--- config.mk ---
export PLATFORM = sky130hd
export DESIGN_NAME = cs_dma_seq
export DESIGN_NICKNAME = d
export VERILOG_FILES = /design/src/rtl/csd_pkg.sv /design/src/rtl/csd_req_edge.sv /design/src/rtl/csd_cycle_fsm.sv /design/src/rtl/csd_addr_cnt.sv /design/src/rtl/cs_dma_seq.sv
export SDC_FILE = /design/constraint.sdc
export NUM_CORES = 1
export LEC_CHECK = 0
export BUFFER_PORTS_ARGS = -buffer_cell sky130_fd_sc_hd__buf_2
export CAP_MARGIN = 20
export CORE_MARGIN = 5
export CORE_UTILIZATION = 45
export CTS_CLUSTER_SIZE = 40
export DETAILED_ROUTE_END_ITERATION = 16
export PLACE_DENSITY = 0.71
export SLEW_MARGIN = 20
export SYNTH_ARGS = -nofsm -noshare
export SYNTH_HDL_FRONTEND = slang
export SYNTH_SLANG_ARGS = --single-unit
--- constraint.sdc ---
create_clock -name clk_i -period 4.55 [get_ports clk_i]
set_input_delay 0.455 -clock clk_i [delete_from_list [all_inputs] [get_ports clk_i]]
set_output_delay 0.455 -clock clk_i [all_outputs]
set_load 0.01 [all_outputs]
--- src/rtl/csd_pkg.sv ---
package csd_pkg;

  typedef enum logic [2:0] {
    ST_IDLE, ST_R0, ST_R2, ST_R4, ST_WHOLD, ST_W0, ST_W2, ST_W4
  } seq_st_t;

  // next address after one operand; wide arithmetic, caller truncates
  function automatic logic [63:0] addr_step(logic [63:0] a, logic hold, int unsigned step);
    return hold ? a : a + 64'(step);
  endfunction

  // the peripheral is touched when the cycle direction matches its side
  function automatic logic periph_cycle(logic periph_rd, logic is_read);
    return periph_rd == is_read;
  endfunction

endpackage

--- src/rtl/csd_req_edge.sv ---
module csd_req_edge (
  input  logic clk_i,
  input  logic rst_ni,
  input  logic req_ni,
  input  logic sync_bypass_i,
  output logic fall_o
);
  logic smp1_q, smp2_q, prev_q;
  logic sel;

  assign sel = sync_bypass_i ? smp1_q : smp2_q;

  always_ff @(posedge clk_i or negedge rst_ni) begin
    if (!rst_ni) begin
      smp1_q <= 1'b1;
      smp2_q <= 1'b1;
      prev_q <= 1'b1;
    end else begin
      smp1_q <= req_ni;
      smp2_q <= smp1_q;
      prev_q <= sel;
    end
  end

  assign fall_o = prev_q & ~sel;


  single_fall_chk: assert property (@(posedge clk_i) disable iff (!rst_ni)
    fall_o |=> !fall_o);

endmodule

--- src/rtl/csd_cycle_fsm.sv ---
module csd_cycle_fsm
  import csd_pkg::*;
(
  input  logic clk_i,
  input  logic rst_ni,
  input  logic pending_i,
  input  logic grant_i,
  input  logic ta_ni,
  input  logic periph_rd_i,
  output logic start_o,
  output logic rd_take_o,
  output logic op_done_o,
  output logic busy_o,
  output logic as_no,
  output logic rw_o,
  output logic ack_no
);
  seq_st_t st_q, st_d;
  logic in_s2, in_s4;

  always_comb begin
    st_d = st_q;
    unique case (st_q)
      ST_IDLE:  if (pending_i && grant_i) st_d = ST_R0;
      ST_R0:    st_d = ST_R2;
      ST_R2:    if (!ta_ni) st_d = ST_R4;
      ST_R4:    st_d = grant_i ? ST_W0 : ST_WHOLD;
      ST_WHOLD: if (grant_i) st_d = ST_W0;
      ST_W0:    st_d = ST_W2;
      ST_W2:    if (!ta_ni) st_d = ST_W4;
      ST_W4:    st_d = ST_IDLE;
      default:  st_d = ST_IDLE;
    endcase
  end

  always_ff @(posedge clk_i or negedge rst_ni) begin
    if (!rst_ni) st_q <= ST_IDLE;
    else         st_q <= st_d;
  end

  assign in_s2     = (st_q == ST_R2) || (st_q == ST_W2);
  assign in_s4     = (st_q == ST_R4) || (st_q == ST_W4);
  assign start_o   = (st_q == ST_IDLE) && pending_i && grant_i;
  assign rd_take_o = (st_q == ST_R2) && !ta_ni;
  assign op_done_o = (st_q == ST_W4);
  assign busy_o    = (st_q != ST_IDLE);
  assign as_no     = !(in_s2 || in_s4);
  assign rw_o      = !((st_q == ST_W0) || (st_q == ST_W2) || (st_q == ST_W4));
  assign ack_no    = as_no | !periph_cycle(periph_rd_i, rw_o);


  wait_hold_chk: assert property (@(posedge clk_i) disable iff (!rst_ni)
    (in_s2 && ta_ni) |=> !as_no);

  s4_release_chk: assert property (@(posedge clk_i) disable iff (!rst_ni)
    in_s4 |=> as_no);

  write_waits_grant_chk: assert property (@(posedge clk_i) disable iff (!rst_ni)
    (st_q == ST_WHOLD && !grant_i) |=> (st_q == ST_WHOLD));

  ack_inside_as_chk: assert property (@(posedge clk_i) disable iff (!rst_ni)
    !ack_no |-> !as_no);

endmodule

--- src/rtl/csd_addr_cnt.sv ---
module csd_addr_cnt
  import csd_pkg::*;
#(
  parameter int unsigned AW   = 32,
  parameter int unsigned CW   = 16,
  parameter int unsigned STEP = 4
) (
  input  logic          clk_i,
  input  logic          rst_ni,
  input  logic          cfg_load_i,
  input  logic [AW-1:0] src_init_i,
  input  logic [AW-1:0] dst_init_i,
  input  logic [CW-1:0] cnt_init_i,
  input  logic          src_hold_i,
  input  logic          dst_hold_i,
  input  logic          op_done_i,
  input  logic          done_clr_i,
  output logic [AW-1:0] src_o,
  output logic [AW-1:0] dst_o,
  output logic          armed_o,
  output logic          done_o
);
  logic [CW-1:0] cnt_q;
  logic          last_op;

  assign last_op = op_done_i && (cnt_q == CW'(1));

  always_ff @(posedge clk_i or negedge rst_ni) begin
    if (!rst_ni) begin
      src_o  <= '0;
      dst_o  <= '0;
      cnt_q  <= '0;
      done_o <= 1'b0;
    end else if (cfg_load_i) begin
      src_o  <= src_init_i;
      dst_o  <= dst_init_i;
      cnt_q  <= cnt_init_i;
      done_o <= 1'b0;
    end else begin
      if (op_done_i) begin
        src_o <= AW'(addr_step(64'(src_o), src_hold_i, STEP));
        dst_o <= AW'(addr_step(64'(dst_o), dst_hold_i, STEP));
        if (cnt_q != '0) cnt_q <= cnt_q - CW'(1);
      end
      if (last_op)         done_o <= 1'b1;
      else if (done_clr_i) done_o <= 1'b0;
    end
  end

  assign armed_o = (cnt_q != '0);


  done_empty_chk: assert property (@(posedge clk_i) disable iff (!rst_ni)
    done_o |-> !armed_o);

  src_step_chk: assert property (@(posedge clk_i) disable iff (!rst_ni)
    (op_done_i && !src_hold_i && !cfg_load_i) |=> (src_o == $past(src_o) + AW'(STEP)));

  dst_keep_chk: assert property (@(posedge clk_i) disable iff (!rst_ni)
    (op_done_i && dst_hold_i && !cfg_load_i) |=> $stable(dst_o));

endmodule

--- src/rtl/cs_dma_seq.sv ---
module cs_dma_seq #(
  parameter int unsigned AW       = 32,
  parameter int unsigned DW       = 32,
  parameter int unsigned CW       = 16,
  parameter int unsigned OP_BYTES = 4
) (
  input  logic          clk_i,
  input  logic          rst_ni,
  input  logic          req_ni,
  output logic          ack_no,
  input  logic          periph_rd_i,
  input  logic          sync_bypass_i,
  output logic          bus_req_o,
  input  logic          bus_grant_i,
  output logic          as_no,
  output logic          rw_o,
  output logic [AW-1:0] addr_o,
  input  logic [DW-1:0] rdata_i,
  output logic [DW-1:0] wdata_o,
  input  logic          ta_ni,
  input  logic          cfg_load_i,
  input  logic [AW-1:0] src_init_i,
  input  logic [AW-1:0] dst_init_i,
  input  logic [CW-1:0] cnt_init_i,
  input  logic          src_hold_i,
  input  logic          dst_hold_i,
  output logic          done_o,
  input  logic          done_clr_i
);
  logic          req_fall, pending_q, armed;
  logic          svc_start, rd_take, op_done, busy;
  logic [AW-1:0] src_addr, dst_addr;
  logic [DW-1:0] data_q;

  csd_req_edge u_edge (
    .clk_i, .rst_ni, .req_ni, .sync_bypass_i, .fall_o(req_fall)
  );

  always_ff @(posedge clk_i or negedge rst_ni) begin
    if (!rst_ni)                 pending_q <= 1'b0;
    else if (svc_start)          pending_q <= 1'b0;
    else if (req_fall && armed)  pending_q <= 1'b1;
  end

  csd_cycle_fsm u_fsm (
    .clk_i, .rst_ni,
    .pending_i(pending_q), .grant_i(bus_grant_i), .ta_ni,
    .periph_rd_i,
    .start_o(svc_start), .rd_take_o(rd_take), .op_done_o(op_done),
    .busy_o(busy), .as_no, .rw_o, .ack_no
  );

  csd_addr_cnt #(.AW(AW), .CW(CW), .STEP(OP_BYTES)) u_acnt (
    .clk_i, .rst_ni, .cfg_load_i, .src_init_i, .dst_init_i, .cnt_init_i,
    .src_hold_i, .dst_hold_i, .op_done_i(op_done), .done_clr_i,
    .src_o(src_addr), .dst_o(dst_addr), .armed_o(armed), .done_o
  );

  always_ff @(posedge clk_i or negedge rst_ni) begin
    if (!rst_ni)      data_q <= '0;
    else if (rd_take) data_q <= rdata_i;
  end

  assign bus_req_o = pending_q | busy;
  assign addr_o    = rw_o ? src_addr : dst_addr;
  assign wdata_o   = data_q;


  pend_hold_chk: assert property (@(posedge clk_i) disable iff (!rst_ni)
    (pending_q && !svc_start) |=> pending_q);

  pend_clear_chk: assert property (@(posedge clk_i) disable iff (!rst_ni)
    svc_start |=> !pending_q || $past(req_fall));

  start_granted_chk: assert property (@(posedge clk_i) disable iff (!rst_ni)
    $fell(as_no) |-> $past(bus_grant_i, 2));

endmodule

Word level (Yosys, flattened, before mapping)
Index checks and enable logic that the tools add are counted.
- flip-flop bits (word level): 120
- input bits: 123
- output and inout bits: 69
- logic and storage cells: 80
- add/sub/neg operators: 3
- equal/unequal tests: 15
- mux-type cells: 22
- bitwise logic cells: 4
- reduce and logical (&&, ||, !) cells: 26
- operators with widths (operator ; count):
    2-to-1 mux 32 bit ; 7
    adder 32 x 3 -> 32 bit, second input constant ; 2
    2-to-1 mux 16 bit ; 3
    one-hot mux 3 bit (8 select lines) ; 1
    equality test 16 x 1 -> 1 bit, second input constant ; 1
    nonzero test 16 bit ; 1
    subtractor 16 x 1 -> 16 bit, second input constant ; 1
    equality test 3 bit, second input constant ; 4
    2-to-1 mux 3 bit ; 4
    != test 2 bit, second input constant ; 5
    2-to-1 mux 1 bit ; 7
    equality test 3 x 2 -> 1 bit, second input constant ; 2
    logical AND 1 bit ; 6
    AND reduction 2 bit ; 3
    nonzero test 2 bit ; 3
    nonzero test 3 bit ; 2
    logical OR 1 bit ; 5
    zero test 1 bit ; 4
    AND reduction 4 bit ; 1
    equality test 3 x 1 -> 1 bit, second input constant ; 1
    zero test 3 bit ; 1
    != test 2 x 1 -> 1 bit, second input constant ; 1
    OR 1 bit ; 2
    bitwise AND 1 bit ; 1
    2 further kinds ; 2

Depth between registers and ports, before layout
Gate-level depths: netlist of run 1.
- depth in word-level cells: 7
- mapped depth: 7
- gate-level depth less buffers: 7

By module
From an unflattened synthesis of run 1, not the netlist that was laid out.
- cells, all modules: 688
- area, all modules: 7110.6 µm²
- modules (own cells, without submodules) (module ; times used ; cells each ; area each (µm²) ; seq. area each (µm²)):
    csd_addr_cnt ; 1 ; 554 ; 4903.5 ; 2026.9
    cs_dma_seq ; 1 ; 108 ; 1929.4 ; 825.8
    csd_cycle_fsm ; 1 ; 20 ; 173.9 ; 75.1
    csd_req_edge ; 1 ; 6 ; 103.8 ; 78.8

Worst setup path after synthesis of run 1
No wires, ideal clock.
- path type: flip-flop to output port
- start point: register u_fsm.st_q[0]
- end point: output addr_o[11]
- arrival: 1.536 ns
- slack: 2.559 ns
- stages on the path, launching flop included: 5
- buffers on the path: 2
- cell sequence: dfrtp_1 > buf_2 > o21ai_2 > buf_2 > mux2_2
- cells in the longest elaborated chain, start to end: 4
- elaborated cells between the ends (all ways): 6
- RTL lines (item ; RTL line ; RTL):
    start, declared ; csd_cycle_fsm.sv:18 ; seq_st_t st_q, st_d;
    start signal, assigned ; csd_cycle_fsm.sv:38 ; else st_q <= st_d;
    equality test 3 bit ; csd_cycle_fsm.sv:48 ; assign rw_o = !((st_q == ST_W0) || (st_q == ST_W2) || (st_q == ST_W4));
    logical OR 1 bit ; csd_cycle_fsm.sv:48 ;
    logical OR 1 bit (*) ; csd_cycle_fsm.sv:48 ;
    2-to-1 mux 32 bit (*) ; cs_dma_seq.sv:65 ; assign addr_o = rw_o ? src_addr : dst_addr;
    end, declared ; cs_dma_seq.sv:17 ; output logic [AW-1:0] addr_o,
Every way passes the cells marked *; elsewhere a longest branch is shown, timed or not.

Final worst setup path of run 1
- start point: register u_fsm.st_q[0]
- end point: output addr_o[3]
Same word-level chain as after synthesis.

==> impl_results.md, run 1 <==
* Status: complete, no violations
* Final core occ at 57.2%
* Final Net Count at 953
* Fillers at 1291
* CTS resizes at 0
* Worst-Margin Slew at 0.762 ns
* Setup bufs post-CTS at 0
* Area of the multi-input gates at 0.00340 sq mm
* Cts bufs inserted at 17
* Ranking of synthesized cells by area: dfrtp_1, mux2_2, xnor2_1
* Sequential area share after synthesis at 45.5%
* Synth top cells by count: dfrtp_1, nand2_1, mux2_2
* Worst-path clk slew at 0.06 ns
* Cell Area, Placed at 0.00768 sq mm
* I/O pin cnt at 192
* Hold-fix buffers, CTS at 0
* Minimum clock period at 2.83 ns
* Yosys reg bits at 120
* Initial DRC count at 311
* Post-route cell area at 0.00828 sq mm
* WL/cell at 17.7 um
* Vias per inst at 5.40
* RSZ-0062 raised after global routing: no
* Yosys synthesis warning count at 0
* WL final at 18100 um
* Mapped cell area at 0.00660 sq mm
* Drt first pass iters at 5
* Die H at 131 um
* Final Hold Vio Count at 0
* Area Growth Syn to Fin at 25.4%
* Ratio of cells with drive above 1 in the final layout at 39.5%
* CTS Buffer Depth at 2
* Residual DRC at 0
* Max H-tree Level at 4
* Peak Freq at 354 MHz
* Quantity of I/O buffers inserted on ports at 191
* Antenna violations before repair at 1
* Post-synth EDFFs at 0
* Crit path kind: reg -> out
* Vias at 5522
* Clk_skew at 0.0140 ns
* Placer congestion estimate at 0.808
* Ant. Diodes at 0
* TritonCTS clock tree: built
* Clock latency on the worst-skew pair at 0.43 ns
* Cell taking the most area after synthesis: dfrtp_1
* Pwr dens at 496 mW/mm^2
* Most common cell in the netlist: dfrtp_1
* Relative slew slack at 49.2%
* Distinct cells, synth at 58
* Post-Synthesis Cells at 641
* Max FO, Critical Path at 20
* Tot Pwr at 4.11 mW
* Slew Limit Fails at 0
* Antenna viol nets, final at 0
* Count of final setup violators at 0
* Register Area at 0.00301 sq mm
* Row cnt at 44
* Congestion Overflow GR at 0
* CP arrival at 2.37 ns
* Setup TNS at 0 ns
* Post-synth top flop: dfrtp_1
* Die W at 131 um
* Yosys top cell area share at 44.4%
* Worst IR Drop VDD at 0.479 mV
* Initial Util at 45.6%
* Max Cap Viol at 0
* Clk sinks at 120
* Worst min path class: in -> async
* Worst setup EP type: primary output
* Synth async-reset ratio at 100%
* Tcrit/Tclk final at 62.2%
* GRT Total Usage at 21.2%
* Core area at 0.0145 sq mm
* Number of global-route vias before repair at 5672
* Startpoint Class: flop
* CTS root buf: clkbuf_16
* Dpl hpwl at 13300 um
* Pin count of the biggest net entering global routing at 85
* Syn Nets at 768
* Die area at 0.0172 sq mm
* CP required at 4.09 ns
* Leak pwr at 3.59 nW
* First-pass GRT wire length at 29800 um
* Synth Area per Inst at 10.3 sq um
metrics by stage:
stage               cells  setup WS [ns]  hold WS (ns)
detailed placement    990           1.98         0.360
floorplan             641           2.56         0.159
CTS                  1022           1.51        0.0902
global placement      990           2.03         0.355
finish               1023           1.72        0.0694
global route         1023           1.62         0.114
where the power goes:
group	switching (mW)	internal, mW	total [mW]	leakage [nW]
Clock	0.536	0.761	1.30	0.269
Sequential	0.235	1.31	1.54	1.44
Combinational	0.624	0.645	1.27	1.88
Total	1.40	2.71	4.11	3.59
worst paths after layout:
| path | start | to | slack [ns] | cells past startpoint |
|---|---|---|---|---|
| max | u_fsm.st_q[0] | addr_o[3] | 1.72 | 4 |
| min | rst_ni | u_acnt.src_o[28] | 0.07 | 1 |
| max reg2reg | u_fsm.st_q[0] | u_acnt.dst_o[31] | 2.06 | 5 |
| min reg2reg | u_edge.smp1_q | u_edge.smp2_q | 0.37 | 0 |
| max in group asynchronous | rst_ni | u_acnt.src_o[15] | 3.43 | 2 |
| min in group clk_i | req_ni | u_edge.smp1_q | 0.12 | 1 |
logic make-up after synthesis:
logic type / after synthesis / synth area share, %
adder cells (fa/ha/maj): 4 / 0.758
XOR/XNOR: 68 / 9.02
AO/OA/AOI/OAI: 98 / 8.47
flip-flops: 120 / 45.5
AND/OR/NAND/NOR: 230 / 20.1
buffers and inverters: 44 / 3.07
multiplexers: 77 / 13.0
critical path: stages, from the launching register on:
cell,delay [ns]
dfrtp_1,0.55
o21ai_4,0.67
buf_16,0.23
mux2_2,0.35
buf_2,0.14
final cells by class:
cell class	instances	area share, %
clock buffer	17	5.14
tap	184	2.78
inverter	13	0.589
timing repair buffer	197	12.4
clock inverter	15	1.72
sequential	120	36.3
multi-input combinational	477	41.1
layout by cell type, fill, tap and decap left out, drive strengths merged, types with 10 or more instances in the layout:
cell type,Yosys,routed
nor4,21,21
mux2,72,72
and3,10,10
inv,13,19
nand4,18,18
o21ai,72,72
nor2,21,21
clkbuf,17,17
dfrtp,117,117
xnor2,48,48
buf,14,197
xor2,20,20
nand2,98,98
nor3,21,21
nand3,20,20
per-layer routing:
layer,share of wire (%),track usage [%]
met5,0.039,0
met1,43,27.6
met3,9.0,8.52
met2,46,32.5
met4,1.8,6.58
flip-flops by register name, summed over array words and instances (netlist names):
signal / cells
pending_q: 1
u_acnt.cnt_q: 16
u_acnt.done_o: 1
u_acnt.dst_o: 32
u_acnt.src_o: 32
u_edge.prev_q: 1
u_edge.smp1_q: 1
u_edge.smp2_q: 1
u_fsm.st_q: 3
wdata_o: 32
(Power assumes the default switching activity.)
==> inputs of run 2 (changes only) <==
--- a/config.mk
+++ b/config.mk
@@ -11,7 +11,7 @@
 export CORE_UTILIZATION = 45
 export CTS_CLUSTER_SIZE = 40
 export DETAILED_ROUTE_END_ITERATION = 16
-export PLACE_DENSITY = 0.71
+export PLACE_DENSITY = 0.74
 export SLEW_MARGIN = 20
 export SYNTH_ARGS = -nofsm -noshare
 export SYNTH_HDL_FRONTEND = slang
==> constraint.sdc (replaced) <==
create_clock -name clk_i -period 2.5 [get_ports clk_i]
set_input_delay 0.25 -clock clk_i [delete_from_list [all_inputs] [get_ports clk_i]]
set_output_delay 0.25 -clock clk_i [all_outputs]
set_load 0.01 [all_outputs]
==> run 2 against run 1 <==
Against the previous run: global-route usage shrank 0.66 points; critical path type unchanged; highest routed layer unchanged; setup slack worse by 1.6 ns; design area increased by 2.0%; hold slack got worse by 0.037 ns; non-clock buffer count is 8 higher; register-to-register slack worse by 1.6 ns; wire length fell by 3.6%; die area unchanged; final cell count up 0.78%; critical path depth up 1.
==> impl_results.md, run 2 (synthesis results as in run 1) <==
* CTS root buf: clkbuf_16
* Core area at 0.0145 sq mm (unchanged)
* RSZ-0062 raised after global routing: no
* Die W at 131 um (unchanged)
* Setup bufs post-CTS at 0 (unchanged)
* Initial Util at 45.6% (unchanged)
* Pwr dens at 933 mW/mm^2 (+88%)
* Antenna violations before repair at 1 (unchanged)
* Number of global-route vias before repair at 5760 (+1.6%)
* Final Hold Vio Count at 0 (unchanged)
* Pre-CTS worst setup slack at 0.521 ns (-1.46 ns)
* Ratio of cells with drive above 1 in the final layout at 39.7% (+0.22 points)
* Most common cell after layout, fill and taps aside: buf_2
* Worst-path clk slew at 0.06 ns (about the same)
* Dpl hpwl at 13100 um (-1.7%)
* Max H-tree Level at 4 (unchanged)
* I/O pin cnt at 192 (unchanged)
* Congestion Overflow GR at 0 (unchanged)
* Minimum clock period at 2.33 ns
* Routed length on met2 at 8010 um (-3.8%)
* DR WL met3 at 1550 um (-4.8%)
* Peak Freq at 429 MHz
* Final core occ at 58.3% (+1.2 points)
* TritonCTS clock tree: built
* Tot Pwr at 7.88 mW (+92%)
* CTS Buffer Depth at 2 (unchanged)
* Clock latency on the worst-skew pair at 0.42 ns (about the same)
* Tcrit/Tclk final at 93.2%
* Die H at 131 um (unchanged)
* Worst-Margin Slew at 0.659 ns (-0.103 ns)
* Die area at 0.0172 sq mm (unchanged)
* Crit path kind: reg -> out
* Area Growth Syn to Fin at 28.0%
* Hold_ws at 0.0325 ns (-0.0369 ns)
* WL final at 17500 um (-3.6%)
* Max FO, Critical Path at 34 (+70%)
* Residual DRC at 0 (unchanged)
* CTS resizes at 0 (unchanged)
* Ant. Diodes at 0 (unchanged)
* Quantity of I/O buffers inserted on ports at 191 (unchanged)
* CP required at 2.25 ns (-1.84 ns)
* Final Net Count at 961 (+0.84%)
* Clk_skew at 0.00732 ns (-0.00665 ns)
* Top sig layer: met5
* Row cnt at 44 (unchanged)
* Placer congestion estimate at 0.856 (+5.9%)
* Clk sinks at 120 (unchanged)
* Slew Limit Fails at 0 (unchanged)
* Drt first pass iters at 5 (unchanged)
* Vias at 5635 (+2.0%)
* Worst setup margin at 0.169 ns (-1.55 ns)
* Startpoint Class: flop
* Max Cap Viol at 0 (unchanged)
* GRT Total Usage at 20.5% (-0.66 points)
* First-pass GRT wire length at 29100 um (-2.5%)
* WL met1 at 7520 um (-4.0%)
* Vias per inst at 5.47 (+1.3%)
* Worst setup EP type: primary output
* Pin count of the biggest net entering global routing at 52 (-39%)
* Initial DRC count at 325 (+4.5%)
* Relative slew slack at 56.1% (+6.8 points)
* WL/cell at 16.9 um (-4.3%)
* Setup TNS at 0 ns (unchanged)
* Worst IR Drop VDD at 0.831 mV (+73%)
* Count of final setup violators at 0 (unchanged)
* Hold-fix buffers, CTS at 2 (+2)
* Fillers at 1254 (-2.9%)
* Worst min path class: in -> reg
* Cts bufs inserted at 17 (unchanged)
* CP arrival at 2.08 ns (-0.29 ns)
* Most frequent cells in the layout: buf_2, dfrtp_1, nand2_1
* Antenna viol nets, final at 0 (unchanged)
* Status: complete, no violations
* Leak pwr at 3.68 nW (+2.4%)
[run 2: cell types whose count changed in the layout (fill, tap and decap cells not counted), sizes merged]
cell / before / now
bufinv: 1 / 5
clkbuf: 17 / 20
buf: 197 / 203
inv: 19 / 14
clkinv: 4 / 3
clkinvlp: 4 / 3
dlygate4sd3: 0 / 2
[run 2: stage by stage]
step	instances	instance area [sq um]
finish	1031	8450
global route	1031	8450
CTS	1031	8450
detailed placement	997	7770
global placement	997	7770
floorplan	641	6600
[run 2: per-layer routing]
layer | track usage, % | vias to the layer above
met5 | 0 | -
met4 | 7.68 | 2
met3 | 8.18 | 38
met2 | 30.8 | 232
met1 | 26.8 | 2689
li1 | - | 2674
[run 2: final cells by class]
type | instances | area, sq um | share of cell area (%)
multi-input cells | 477 | 3400 | 40.2
clock inverters | 12 | 196 | 2.33
inverters | 13 | 48.8 | 0.578
flip-flops and latches | 120 | 3010 | 35.6
well taps | 184 | 230 | 2.73
clock buffers | 20 | 457 | 5.41
repair buffers | 205 | 1110 | 13.1
[run 2: worst max-delay path, stage by stage, from the launching register on]
cell and delay, ns:
dfrtp_1 0.40, buf_4 0.19, o21ai_4 0.27, buf_12 0.25, mux2_2 0.39, buf_2 0.15
[run 2: path summary, 6_finish.rpt]
| check | startpoint | to | slack [ns] | cells past startpoint |
|---|---|---|---|---|
| setup / recovery | u_fsm.st_q[1] | addr_o[21] | 0.17 | 5 |
| max in group asynchronous | rst_ni | u_acnt.dst_o[28] | 1.32 | 3 |
| hold reg to reg | u_edge.smp1_q | u_edge.smp2_q | 0.37 | 0 |
| setup reg to reg | u_acnt.src_o[2] | u_acnt.src_o[14] | 0.51 | 6 |
| min in group asynchronous | rst_ni | u_acnt.cnt_q[5] | 0.39 | 2 |
| hold / removal | src_init_i[4] | u_acnt.src_o[4] | 0.03 | 3 |
[run 2: power breakdown]
group          total, mW  switching (mW)  leakage (nW)  internal (mW)
logic               2.44            1.24          1.93           1.20
registers           2.73           0.346          1.44           2.38
clock network       2.71           0.896         0.312           1.82
total               7.88            2.48          3.68           5.40
==> inputs of run 3 (changes only) <==
--- a/config.mk
+++ b/config.mk
@@ -5,14 +5,16 @@
 export SDC_FILE = /design/constraint.sdc
 export NUM_CORES = 1
 export LEC_CHECK = 0
+export ABC_AREA = 1
 export BUFFER_PORTS_ARGS = -buffer_cell sky130_fd_sc_hd__buf_2
 export CAP_MARGIN = 20
 export CORE_MARGIN = 5
 export CORE_UTILIZATION = 45
 export CTS_CLUSTER_SIZE = 40
 export DETAILED_ROUTE_END_ITERATION = 16
-export PLACE_DENSITY = 0.74
+export PLACE_DENSITY = 0.71
 export SLEW_MARGIN = 20
 export SYNTH_ARGS = -nofsm -noshare
 export SYNTH_HDL_FRONTEND = slang
+export SYNTH_HIERARCHICAL = 1
 export SYNTH_SLANG_ARGS = --single-unit
==> run 3 against run 2 <==
Against the previous run: wire length increased by 41%; synthesized cell count grew 89%; utilization is 3.2 points lower; first-iteration DRC count up 140%; die area grew 21%; count of clock-buffer cells in the layout is 1 lower; critical path type is now reg -> reg; largest power group is now combinational logic.
==> impl_results.md, run 3 <==
* Number of global-route vias before repair at 7759 (+35%)
* GRT Max-Usage Layer: met2
* Hold_ws at 0.0398 ns (+0.00730 ns)
* Leak pwr at 4.94 nW (+34%)
* Vias per inst at 5.06 (-7.4%)
* Max FO, Critical Path at 12 (-65%)
* Cts bufs inserted at 17 (unchanged)
* Minimum clock period at 2.30 ns (-0.0321 ns)
* Most frequent cells in the layout: nand2_1, buf_2, nor2_1
* M3 GR Usage at 4.70% (-3.5 points)
* Startpoint Class: flop
* Quantity of I/O buffers inserted on ports at 191 (unchanged)
* Ratio of cells with drive above 1 in the final layout at 23.9% (-16 points)
* Ant. Diodes at 0 (unchanged)
* WL final at 24600 um (+41%)
* Area of the multi-input gates at 0.00430 sq mm (+26%)
* Core area at 0.0179 sq mm (+24%)
* First-pass GRT wire length at 39400 um (+36%)
* TritonCTS clock tree: built
* Synth top cells by count: nand2_1, nor2_1, inv_1
* Synth async-reset ratio at 100% (unchanged)
* Final Hold Vio Count at 0 (unchanged)
* Ranking of synthesized cells by area: dfrtp_1, nand2_1, nor2_1
* WL/cell at 15.0 um (-12%)
* Count of final setup violators at 0 (unchanged)
* Worst setup EP type: flop
* Register Area at 0.00301 sq mm (unchanged)
* Initial Util at 45.4% (-0.20 points)
* GRT Total Usage at 23.8% (+3.3 points)
* Most common cell in the netlist: nand2_1
* Residual DRC at 0 (unchanged)
* Relative slew slack at 50.2% (-5.8 points)
* Dpl hpwl at 18800 um (+43%)
* Met2 Use GR at 37.6% (+6.8 points)
* Tcrit/Tclk final at 91.9% (-1.3 points)
* Worst IR Drop VDD at 0.555 mV (-33%)
* Antenna violations before repair at 0 (-1)
* Worst min path class: in -> reg
* Slew Limit Fails at 0 (unchanged)
* Fillers at 1825 (+46%)
* Syn Nets at 1339 (+74%)
* CTS Buffer Depth at 2 (unchanged)
* Status: complete, no violations
* Setup bufs post-CTS at 0 (unchanged)
* Yosys reg bits at 120 (unchanged)
* Post-synth top flop: dfrtp_1
* Most common cell after layout, fill and taps aside: nand2_1
* CTS root buf: clkbuf_16
* Post-Synthesis Cells at 1212 (+89%)
* Synth Area per Inst at 6.71 sq um (-35%)
* Sequential area share after synthesis at 37.0% (-8.5 points)
* Placer congestion estimate at 0.939 (+9.8%)
* Clock latency on the worst-skew pair at 0.41 ns (about the same)
* Clk sinks at 120 (unchanged)
* Crit path kind: reg -> reg
* Pin count of the biggest net entering global routing at 65 (+25%)
* Die H at 144 um (+10%)
* Setup TNS at 0 ns (unchanged)
* Pwr dens at 926 mW/mm^2 (-0.78%)
* Cell taking the most area after synthesis: dfrtp_1
* Distinct cells, synth at 36 (-38%)
* Antenna viol nets, final at 0 (unchanged)
* Met1 Use GR at 33.4% (+6.6 points)
* Max Cap Viol at 0 (unchanged)
* Worst-Margin Slew at 0.744 ns (+0.0846 ns)
* I/O pin cnt at 192 (unchanged)
* Post-synth EDFFs at 0 (unchanged)
* Die W at 144 um (+10%)
* CP arrival at 2.65 ns (+0.57 ns)
* Mapped cell area at 0.00813 sq mm (+23%)
* CTS resizes at 0 (unchanged)
* Max H-tree Level at 4 (unchanged)
* Worst-path clk slew at 0.06 ns (about the same)
* Vias at 8305 (+47%)
* Final Net Count at 1528 (+59%)
* Die area at 0.0208 sq mm (+21%)
* Drt first pass iters at 5 (unchanged)
* Yosys top cell area share at 36.0% (-8.3 points)
* Peak Freq at 435 MHz (+1.4%)
* CP required at 2.85 ns (+0.60 ns)
* Initial DRC count at 774 (+140%)
* Clk_skew at 0.00875 ns (+0.00142 ns)
* RSZ-0062 raised after global routing: no
* Yosys synthesis warning count at 6 (+6)
* Congestion Overflow GR at 0 (unchanged)
* Area Growth Syn to Fin at 21.4%
* Row cnt at 49 (+11%)
## run 3: cell count changes after synthesis, sizes merged, moves of 10 or more
| cell | before | now |
|---|---|---|
| nand2 | 98 | 466 |
| nor2 | 21 | 169 |
| inv | 13 | 152 |
| nand3 | 20 | 107 |
| mux2 | 72 | 0 |
| xnor2 | 48 | 4 |
| nor4 | 21 | 0 |
| nor3 | 21 | 3 |
| o21ai | 72 | 88 |
| buf | 14 | 27 |
| and3 | 10 | 0 |
| clkbuf | 17 | 7 |
## run 3: final cells by class
cell class	instances	area share (%)
Tap cell	229	2.90
Multi-Input combinational cell	906	43.6
Clock inverter	11	1.53
Timing Repair Buffer	204	11.3
Inverter	152	5.78
Sequential cell	120	30.5
Clock buffer	19	4.49
## run 3: final timing paths
kind	from	endpoint	slack, ns	cells past startpoint
worst max-delay path	u_fsm/st_q[0]	u_acnt/dst_o[30]	0.20	9
worst min-delay path	rdata_i[26]	wdata_o[26]	0.04	3
worst max register to register	u_fsm/st_q[0]	u_acnt/dst_o[30]	0.20	9
worst min register to register	u_edge/smp1_q	u_edge/smp2_q	0.37	0
max in group asynchronous	rst_ni	u_acnt/src_o[7]	1.39	3
min in group asynchronous	rst_ni	u_acnt/cnt_q[3]	0.42	2
## run 3: repair_timing
action / CTS / global route
hold buffers: 2 / 0
endpoints found under the hold margin: 45 / 0
endpoints found under the setup margin: 0 / 0
## run 3: cells by family after synthesis
kind of cell / synth area share (%)
flip-flops: 37.0
AO/OA/AOI/OAI: 10.2
AND/OR/NAND/NOR: 39.4
adder cells (fa/ha/maj): 0.616
XOR/XNOR: 2.48
buffers and inverters: 10.3
## run 3: power breakdown
| part | internal, mW | leakage (nW) | switching (mW) |
|---|---|---|---|
| combinational | 1.34 | 3.21 | 2.22 |
| clock | 1.58 | 0.277 | 0.915 |
| sequential | 2.49 | 1.45 | 0.593 |
| total | 5.41 | 4.94 | 3.72 |
## run 3: metrics by stage
step                      cells  cell area, sq um  setup WS, ns  total power, mW  utilization, %
after CTS                  1641              9870         0.250             9.21            55.1
after global routing       1641              9870        0.0658             9.78            55.1
final                      1641              9870         0.202             9.13            55.1
after detailed placement   1609              9250         0.247             6.67            51.7
after global placement     1609              9250         0.365             6.59            51.7
after floorplan            1212              8130         0.907             5.48               -
## run 3: worst max-delay path: stages, from the launching register on
cell	delay, ns
dfrtp_1	0.47
nand2_1	0.17
nor2_1	0.12
inv_2	0.13
nor2_4	0.08
nor2_1	0.57
inv_1	0.34
o21ai_0	0.24
inv_1	0.05
nand2_1	0.06
## run 3: metal layers
layer / vias up / share of wire [%]
met5: - / 0
met1: 3805 / 45
li1: 4169 / -
met3: 41 / 6.7
met4: 0 / 2.2
met2: 290 / 46
